===== src/rtl/gcs_pkg.sv =====
package gcs_pkg;
    localparam int CFG_W   = 11;
    localparam int STAT_W  = 4;
    localparam int TSEL_W  = 4;

    localparam int ADR_CFG  = 'h00;
    localparam int ADR_STAT = 'h01;
    localparam int ADR_TSEL = 'h03;
    localparam int ADR_INFO = 'h04;

    localparam int BIT_OE     = 3;
    localparam int BIT_TEST   = 7;
    localparam int BIT_INV1   = 8;
    localparam int BIT_INV2   = 9;
    localparam int BIT_LOCK   = 10;
    localparam int INFO_PIN   = 7;
    localparam int INFO_VER_LSB = 24;

    localparam logic [CFG_W-1:0] CFG_MASK =
        CFG_W'((1 << BIT_OE) | (1 << BIT_TEST) | (1 << BIT_INV1) |
               (1 << BIT_INV2) | (1 << BIT_LOCK));

    typedef enum logic {
        CFG_OPEN   = 1'b0,
        CFG_LOCKED = 1'b1
    } lock_state_e;
endpackage


===== src/rtl/gcs_cfg_reg.sv =====
module gcs_cfg_reg
    import gcs_pkg::*;
#(
    parameter int DATA_W = 32
) (
    input  logic              clk,
    input  logic              rst_n,
    input  logic              wr_cfg,
    input  logic [DATA_W-1:0] wdata,
    output logic [CFG_W-1:0]  cfg_q,
    output logic              locked
);
    localparam logic [DATA_W-1:0] WMASK = DATA_W'(CFG_MASK);

    lock_state_e state_q, state_d;
    logic [CFG_W-1:0] cfg_d;
    logic [DATA_W-1:0] masked;

    assign masked = wdata & WMASK;

    // state register
    always_ff @(posedge clk or negedge rst_n) begin
        if (!rst_n) begin
            state_q <= CFG_OPEN;
            cfg_q   <= '0;
        end else begin
            state_q <= state_d;
            cfg_q   <= cfg_d;
        end
    end

    // next state and data
    always_comb begin
        state_d = state_q;
        cfg_d   = cfg_q;
        unique case (state_q)
            CFG_OPEN: begin
                if (wr_cfg) begin
                    cfg_d = masked[CFG_W-1:0];
                    if (wdata[BIT_LOCK]) state_d = CFG_LOCKED;
                end
            end
            CFG_LOCKED: begin
                state_d = CFG_LOCKED;
            end
        endcase
    end

    // outputs
    always_comb begin
        unique case (state_q)
            CFG_OPEN:   locked = 1'b0;
            CFG_LOCKED: locked = 1'b1;
        endcase
    end
endmodule


===== src/rtl/gcs_status_reg.sv =====
module gcs_status_reg
    import gcs_pkg::*;
#(
    parameter int NCOND = STAT_W - 1
) (
    input  logic              clk,
    input  logic              rst_n,
    input  logic              clr_rd,
    input  logic [NCOND-1:0]  cond,
    output logic [STAT_W-1:0] stat_q
);
    // bit 0: reset indicator, cleared by the first status read
    always_ff @(posedge clk or negedge rst_n) begin
        if (!rst_n)      stat_q[0] <= 1'b1;
        else if (clr_rd) stat_q[0] <= 1'b0;
    end

    // condition flags: set dominates, clear only when the condition is gone
    for (genvar i = 0; i < NCOND; i++) begin : g_flag
        always_ff @(posedge clk or negedge rst_n) begin
            if (!rst_n)       stat_q[i+1] <= 1'b0;
            else if (cond[i]) stat_q[i+1] <= 1'b1;
            else if (clr_rd)  stat_q[i+1] <= 1'b0;
        end
    end
endmodule


===== src/rtl/gcs_rd_mux.sv =====
module gcs_rd_mux
    import gcs_pkg::*;
#(
    parameter int          ADDR_W  = 8,
    parameter int          DATA_W  = 32,
    parameter logic [7:0]  VERSION = 8'h01
) (
    input  logic [ADDR_W-1:0] addr,
    input  logic              rd_en,
    input  logic [CFG_W-1:0]  cfg_q,
    input  logic [STAT_W-1:0] stat_q,
    input  logic              enable_pin,
    output logic [DATA_W-1:0] rdata
);
    logic [DATA_W-1:0] info;

    always_comb begin
        info = '0;
        info[INFO_PIN] = enable_pin;
        info[INFO_VER_LSB +: 8] = VERSION;
    end

    always_comb begin
        rdata = '0;
        if (rd_en) begin
            case (addr)
                ADDR_W'(ADR_CFG):  rdata = DATA_W'(cfg_q);
                ADDR_W'(ADR_STAT): rdata = DATA_W'(stat_q);
                ADDR_W'(ADR_INFO): rdata = info;
                default:           rdata = '0;
            endcase
        end
    end
endmodule


===== src/rtl/gcs_regbank.sv =====
module gcs_regbank
    import gcs_pkg::*;
#(
    parameter int         ADDR_W  = 8,
    parameter int         DATA_W  = 32,
    parameter logic [7:0] VERSION = 8'h01
) (
    input  logic              clk,
    input  logic              rst_n,
    input  logic [ADDR_W-1:0] addr,
    input  logic [DATA_W-1:0] wdata,
    input  logic              wr_en,
    input  logic              rd_en,
    output logic [DATA_W-1:0] rdata,
    input  logic              drv1_err,
    input  logic              drv2_err,
    input  logic              cp_uv,
    input  logic              enable_pin,
    output logic              pp_int_oe,
    output logic              test_mode,
    output logic              dir_inv1,
    output logic              dir_inv2,
    output logic [TSEL_W-1:0] test_sel,
    output logic              drv_disable
);
    logic [CFG_W-1:0]  cfg_q;
    logic [STAT_W-1:0] stat_q;
    logic              locked;
    logic              wr_cfg, wr_tsel, rd_stat;

    assign wr_cfg  = wr_en && (addr == ADDR_W'(ADR_CFG));
    assign wr_tsel = wr_en && (addr == ADDR_W'(ADR_TSEL));
    assign rd_stat = rd_en && (addr == ADDR_W'(ADR_STAT));

    gcs_cfg_reg #(.DATA_W(DATA_W)) u_cfg (
        .clk    (clk),
        .rst_n  (rst_n),
        .wr_cfg (wr_cfg),
        .wdata  (wdata),
        .cfg_q  (cfg_q),
        .locked (locked)
    );

    gcs_status_reg u_stat (
        .clk    (clk),
        .rst_n  (rst_n),
        .clr_rd (rd_stat),
        .cond   ({cp_uv, drv2_err, drv1_err}),
        .stat_q (stat_q)
    );

    gcs_rd_mux #(.ADDR_W(ADDR_W), .DATA_W(DATA_W), .VERSION(VERSION)) u_rd (
        .addr       (addr),
        .rd_en      (rd_en),
        .cfg_q      (cfg_q),
        .stat_q     (stat_q),
        .enable_pin (enable_pin),
        .rdata      (rdata)
    );

    always_ff @(posedge clk or negedge rst_n) begin
        if (!rst_n)       test_sel <= '0;
        else if (wr_tsel) test_sel <= wdata[TSEL_W-1:0];
    end

    assign pp_int_oe   = cfg_q[BIT_OE];
    assign test_mode   = cfg_q[BIT_TEST];
    assign dir_inv1    = cfg_q[BIT_INV1];
    assign dir_inv2    = cfg_q[BIT_INV2];
    assign drv_disable = stat_q[STAT_W-1];
endmodule


===== config.mk =====
export PLATFORM = sky130hd
export DESIGN_NAME = gcs_regbank
export DESIGN_NICKNAME = d
export VERILOG_FILES = /design/src/rtl/gcs_pkg.sv /design/src/rtl/gcs_cfg_reg.sv /design/src/rtl/gcs_status_reg.sv /design/src/rtl/gcs_rd_mux.sv /design/src/rtl/gcs_regbank.sv
export SDC_FILE = /design/constraint.sdc
export NUM_CORES = 1
export LEC_CHECK = 0
export ABC_CLOCK_PERIOD_IN_PS = 1500
export BUFFER_PORTS_ARGS = -buffer_cell sky130_fd_sc_hd__buf_2
export CAP_MARGIN = 15
export CORE_MARGIN = 2
export CORE_UTILIZATION = 35
export CTS_CLUSTER_SIZE = 25
export DETAILED_ROUTE_END_ITERATION = 8
export GPL_ROUTABILITY_DRIVEN = 0
export PLACE_DENSITY_LB_ADDON = 0.1
export SYNTH_ARGS = -nofsm -noshare
export SYNTH_HDL_FRONTEND = slang
export SYNTH_SLANG_ARGS = --single-unit
export TNS_END_PERCENT = 1

===== constraint.sdc =====
create_clock -name clk -period 1.5 [get_ports clk]
set_input_delay 0.075 -clock clk [delete_from_list [all_inputs] [get_ports clk]]
set_output_delay 0.075 -clock clk [all_outputs]
set_load 0.02 [all_outputs]

==> run_results.csv, run 1 <==
group,metric,value,unit
power,power_frac_seq,0.502,
finish,fin_area,1126,um^2
drt,firstDrtPassIters,2,
yosys,postSynthCellCount,78,
yosys,yosys.area.top_type,"dfrtp_1",
critical_path,critPathKind,"input port to flip-flop",
floorplanning,dieArea,2899,um^2
sta,setup_viol,0,
place,io_buffers,41,
clock_network,htree_levels,1,
clock_network,insertion_delay,0.28,ns
sta,max_clock_freq,762.0,MHz
hold_path,hold_class,"input port to flip-flop",
critical_path,cp_num_buf_inv,1,
sta,drv_slew,0,
power,p_int,561.0,uW
drt,wl_per_cell,10.87,um
drt,routed_wl,1750,um
floorplanning,die_w,53.85,um
global_routing,grt_pass1_wl,2622,um
sta,min_period,1.312,ns
power,pwr-share-clk,0.283,
clock_network,postCtsSetupRepairBufs,0,
sta,period_share,0.8749,
clock_network,root_buffer,"clkbuf_4",
status,status,"complete, no violations",
sta,rsz0062_at_grt,"false",
power,power.switching,240.7,uW
power,switching_share,0.3003,
critical_path,end_kind,"flip-flop",
clock_network,path_clk_slew,0.09,ns
critical_path,path_delay_family,"simple AND/OR/NAND/NOR gates",
floorplanning,rows,18,
flow_run,drv_cap,0,
clock_network,hold_buffers,4,
power,cellPowerDensity,711.9,nW/um^2
finish,nets,180,
critical_path,critPathMaxFanout,4,
yosys,synth-seq-cells,14,
clock_network,clockBufferDepth,2,
global_routing,grt_overflow,0,
place,postPlaceCellArea,1060,um^2
critical_path,worstSetupStartpointType,"input port",
floorplanning,ioPinCount,89,
yosys,avgSynthCellArea,11.15,um^2
yosys,ys_warn_count,0,
power,peakVddDrop,0.4969,mV
clock_network,tritoncts,"built",
global_routing,grt_pass1_vias,602,
yosys,synth_area,869.6,um^2
yosys,yosys.cell_types.count,25,
global_routing,track_usage,0.1293,
place,dp.final_hpwl,1454,um
critical_path,cpPeakStageDelay,0.56,ns
finish,drive_above_1_share,0.4885,
floorplanning,die_h,53.85,um
drt,num_vias,709,
floorplanning,start_util,0.3609,
yosys,yosys-top-cells-area,"dfrtp_1 (37%), buf_4 (20%), mux2_4 (6.9%)",
clock_network,cts_resized,0,
drt,drtIter0Drc,7,
global_routing,grt_max_degree,15,
critical_path,crit_chain,"buf_2, or4b_4, or3_4, mux2_4",
sta,clock-skew-final,0.002262,ns
drt,ant_nets,0,
critical_path,worstPathArrival,1.48,ns
floorplanning,core-area,2410,um^2
clock_network,cts_sinks,14,
power,p_leak,0.6475,nW
place,dp_worst_setup_slack,-0.1118,ns
critical_path,cp.required,1.67,ns
finish,utilization,0.4673,
global_routing,antenna_found_initial,0,
clock_network,cts_buffers,3,
sta,worst_slack,0.1877,ns
drt,via_per_inst,4.404,
yosys,ys_seq_area_frac,0.4043,
sta,hold_viol,0,
finish,n_antenna_cell,0,
drt,drc_errors,0,
critical_path,critPathSlowestCell,"or4b_4",
finish,synthToLayoutAreaGrowth,29.50,%
power,p_comb_frac,0.215,
yosys,yosys.area.top_type_share,0.3741,
-- cells in the final DEF, fill, tap and decap left out, drive strengths merged, types with 3 or more instances in the layout --
| master | count |
|---|---|
| buf | 46 |
| dfrtp | 13 |
| clkbuf | 4 |
| a21o | 3 |
| dlygate4sd3 | 4 |
| conb | 23 |
| nor4 | 3 |
| and3 | 6 |
| nor2 | 3 |
| mux2 | 9 |
-- metrics by stage --
| stage | cells | hold slack [ns] | power [mW] | setup TNS (ns) |
|---|---|---|---|---|
| after floorplan | 100 | -0.2206 | 0.5519 | 0 |
| after global placement | 153 | -0.009356 | 0.5736 | -0.6021 |
| after detailed placement | 153 | -0.006366 | 0.5755 | -0.6022 |
| after CTS | 161 | 0.01175 | 0.8136 | 0 |
| after global routing | 161 | 0.02072 | 0.8468 | 0 |
| final | 161 | 0.02217 | 0.8017 | 0 |
-- power by group through the flow --
stage	combinational, mW	clock, mW	sequential (mW)
floorplan	0.130	0	0.422
global placement	0.164	0	0.410
detailed placement	0.165	0	0.410
CTS	0.173	0.237	0.403
global route	0.192	0.250	0.405
finish	0.173	0.226	0.403
-- worst register-to-register path, stage by stage, from the launching register on --
cell and delay (ns):
dfrtp_1 0.41, nor4_4 0.27, buf_4 0.18, mux2_2 0.34
-- cells in the mapped netlist --
| cell | n |
|---|---|
| or4b_4 | 1 |
| buf_4 | 23 |
| nor4b_1 | 1 |
| mux2i_1 | 2 |
| nand3b_1 | 1 |
| a21oi_1 | 1 |
| or3_4 | 1 |
| or2_2 | 1 |
| conb_1 | 1 |
| mux2_2 | 5 |
| inv_1 | 1 |
| nor3_1 | 2 |
| and3_1 | 6 |
| dfstp_2 | 1 |
| dfrtp_1 | 13 |
| or3_1 | 1 |
| mux2_4 | 4 |
| nand4_1 | 1 |
| a31o_2 | 1 |
| nand3_1 | 1 |
| nor4_4 | 1 |
| nor4_1 | 2 |
| nor3b_1 | 1 |
| nor2_1 | 3 |
| a21o_1 | 3 |
-- routing by layer --
layer	up-vias	GRT usage	wire (um)	share of wire
met2	44	0.2195	825	0.47
met3	0	0.05278	185	0.11
met4	0	0.01282	0	0
met5	-	0	0	0
li1	337	-	-	-
met1	328	0.1583	739	0.42
-- flip-flops by register name, summed over array words and instances, names as in the netlist --
register	cells
test_sel	4
u_cfg.cfg_q	5
u_cfg.state_q	1
u_stat.stat_q	4
-- final timing paths --
path | start | endpoint | slack (ns) | cells after the start
max in group asynchronous | rst_n | u_stat.stat_q[0] | 1.00 | 2
min in group asynchronous | rst_n | u_cfg.cfg_q[3] | 0.21 | 2
hold reg to reg | u_stat.stat_q[0] | u_stat.stat_q[0] | 0.46 | 2
setup reg to reg | u_cfg.state_q | u_cfg.cfg_q[8] | 0.19 | 3
hold / removal | wdata[7] | u_cfg.cfg_q[7] | 0.02 | 2
setup / recovery | addr[3] | test_sel[1] | 0.19 | 4
-- layout make-up --
| cell class | instances | area (um^2) |
|---|---|---|
| Tap cell | 30 | 37.54 |
| Multi-Input combinational cell | 62 | 424.2 |
| Sequential cell | 14 | 351.6 |
| Timing Repair Buffer | 50 | 282.8 |
| Clock buffer | 4 | 26.28 |
| Fill cell | 255 | 1284 |
| Inverter | 1 | 3.754 |
-- kinds of logic (layout without fill, tap and decap cells) --
family	Yosys count	in the layout	share of synthesized area
compound gates	5	5	0.04172
flops	14	14	0.4043
buf+inv	24	55	0.2029
mux	11	11	0.1568
simple gates	23	23	0.1899
other cells	1	23	0.004312
No activity file was read; power rests on OpenSTA's default activity.
==> run 2, diff against run 1 <==
CORE_MARGIN = 10   (was 2)
==> run 2 against run 1 <==
Clock power up 22%; setup slack worse by 0.0075 ns; routed wire length up 33%; clock-buffer cell count unchanged; combinational power about the same; clock skew about the same; sequential power about the same; sequential cell count unchanged.
==> run_results.csv, run 2 (synthesis results as in run 1) <==
group,metric,value,unit
floorplanning,rows,18,
clock_network,hold_buffers,4,
clock_network,postCtsSetupRepairBufs,0,
critical_path,cpPeakStageDelay,0.42,ns
clock_network,root_buffer,"clkbuf_4",
finish,fin_area,1136,um^2
critical_path,worstPathArrival,1.49,ns
critical_path,end_kind,"flip-flop",
finish,drive_above_1_share,0.4962,
critical_path,worstSetupStartpointType,"flip-flop",
clock_network,cts_buffers,3,
sta,max_clock_freq,757.7,MHz
global_routing,antenna_found_initial,0,
critical_path,critPathMaxFanout,5,
clock_network,htree_levels,1,
sta,drv_slew,0,
drt,via_per_inst,4.342,
critical_path,cp.required,1.67,ns
drt,drc_errors,0,
sta,worst_slack,0.1802,ns
floorplanning,die_h,69.85,um
finish,utilization,0.4671,
critical_path,worstReg2RegStart,"u_cfg.state_q",
critical_path,endpoint,"u_cfg.cfg_q[7]",
floorplanning,ioPinCount,89,
finish,nets,180,
finish,top_regs,"u_cfg.cfg_q x5, test_sel x4, u_stat.stat_q x4",
power,cellPowerDensity,751.4,nW/um^2
place,postPlaceCellArea,1060,um^2
sta,setup_viol,0,
place,io_buffers,41,
global_routing,grt_overflow,0,
flow_run,drv_cap,0,
finish,largest_reg_flops,5,
critical_path,crit_chain,"nor4_4, buf_4, mux2_2",
clock_network,insertion_delay,0.28,ns
critical_path,critPathSlowestCell,"dfrtp_1",
global_routing,grt_pass1_wl,3760,um
finish,multi_input_area,424.2,um^2
clock_network,tritoncts,"built",
global_routing,grt_pass1_vias,770,
sta,worst_hold_slack,0.02021,ns
global_routing,track_usage,0.09467,
power,power,853.6,uW
finish,final_common_cell,"buf_2",
critical_path,r2r_setup_slack,0.18,ns
finish,regMostFlops,"u_cfg.cfg_q",
sta,clock-skew-final,0.002563,ns
critical_path,critPathLaunch,"u_cfg.state_q",
clock_network,path_clk_slew,0.09,ns
status,status,"complete, no violations",
clock_network,clockBufferDepth,2,
drt,ant_nets,0,
drt,firstDrtPassIters,4,
finish,num-fill-cells,260,
critical_path,critPathKind,"flip-flop to flip-flop",
drt,num_vias,699,
clock_network,cts_resized,0,
finish,seq_area,351.6,um^2
finish,synthToLayoutAreaGrowth,30.65,%
critical_path,r2r_end,"u_cfg.cfg_q[7]",
global_routing,grt_max_degree,15,
power,peakVddDrop,0.4550,mV
power,p_leak,0.6535,nW
drt,routed_wl,2327,um
sta,period_share,0.8799,
clock_network,cts_sinks,14,
sta,min_period,1.320,ns
drt,wl_per_cell,14.45,um
finish,mostFrequentLayoutCells,"buf_2 (41), conb_1 (23), dfrtp_1 (13)",
place,post-place-cells,153,
floorplanning,core-area,2432,um^2
finish,instances_no_fill,161,
place,dp.final_hpwl,1959,um
sta,setup_tns,0,ns
place,dp_worst_setup_slack,-0.1070,ns
hold_path,hold_class,"input port to flip-flop",
critical_path,rr_worst_depth,3,
drt,drtIter0Drc,16,
floorplanning,dieArea,4878,um^2
finish,n_antenna_cell,0,
sta,hold_viol,0,
floorplanning,die_w,69.85,um
sta,rsz0062_at_grt,"false",
floorplanning,start_util,0.3575,
## run 2: how the worst min path moves through the flow
| stage | startpoint | end | slack, ns | depth (start not counted) |
|---|---|---|---|---|
| after floorplan | rst_n | test_sel[0] | -0.22 | 0 |
| after global placement | rst_n | u_cfg.cfg_q[3] | -0.008 | 1 |
| after detailed placement | rst_n | u_cfg.cfg_q[3] | -0.006 | 1 |
| after CTS | wdata[8] | u_cfg.cfg_q[8] | 0.01 | 2 |
| after global routing | wdata[2] | test_sel[2] | 0.007 | 2 |
| final | wdata[1] | test_sel[1] | 0.02 | 2 |
## run 2: critical path: cells and delay by family (launching register included)
kind	cells	cell delay, ns
simple gates	1	0.28
buf+inv	1	0.18
flops	1	0.42
mux	1	0.33
## run 2: area by class of cell
type,count,share of cell area
inverter,1,0.003304
clock buffer,4,0.03194
timing repair buffer,50,0.2489
sequential,14,0.3095
multi-input combinational,62,0.3733
tap,30,0.03304
## run 2: per-layer routing
| layer | share of wire | vias up | track usage |
|---|---|---|---|
| li1 | - | 334 | - |
| met1 | 0.38 | 323 | 0.1012 |
| met2 | 0.46 | 40 | 0.1430 |
| met3 | 0.15 | 2 | 0.07153 |
| met4 | 0.0060 | 0 | 0.02632 |
| met5 | 0 | - | 0 |
## run 2: power by group
part	leakage (nW)	internal, mW	switching (mW)
clock	0.0210	0.148	0.128
sequential	0.175	0.394	0.00847
combinational	0.458	0.0639	0.112
total	0.654	0.605	0.248
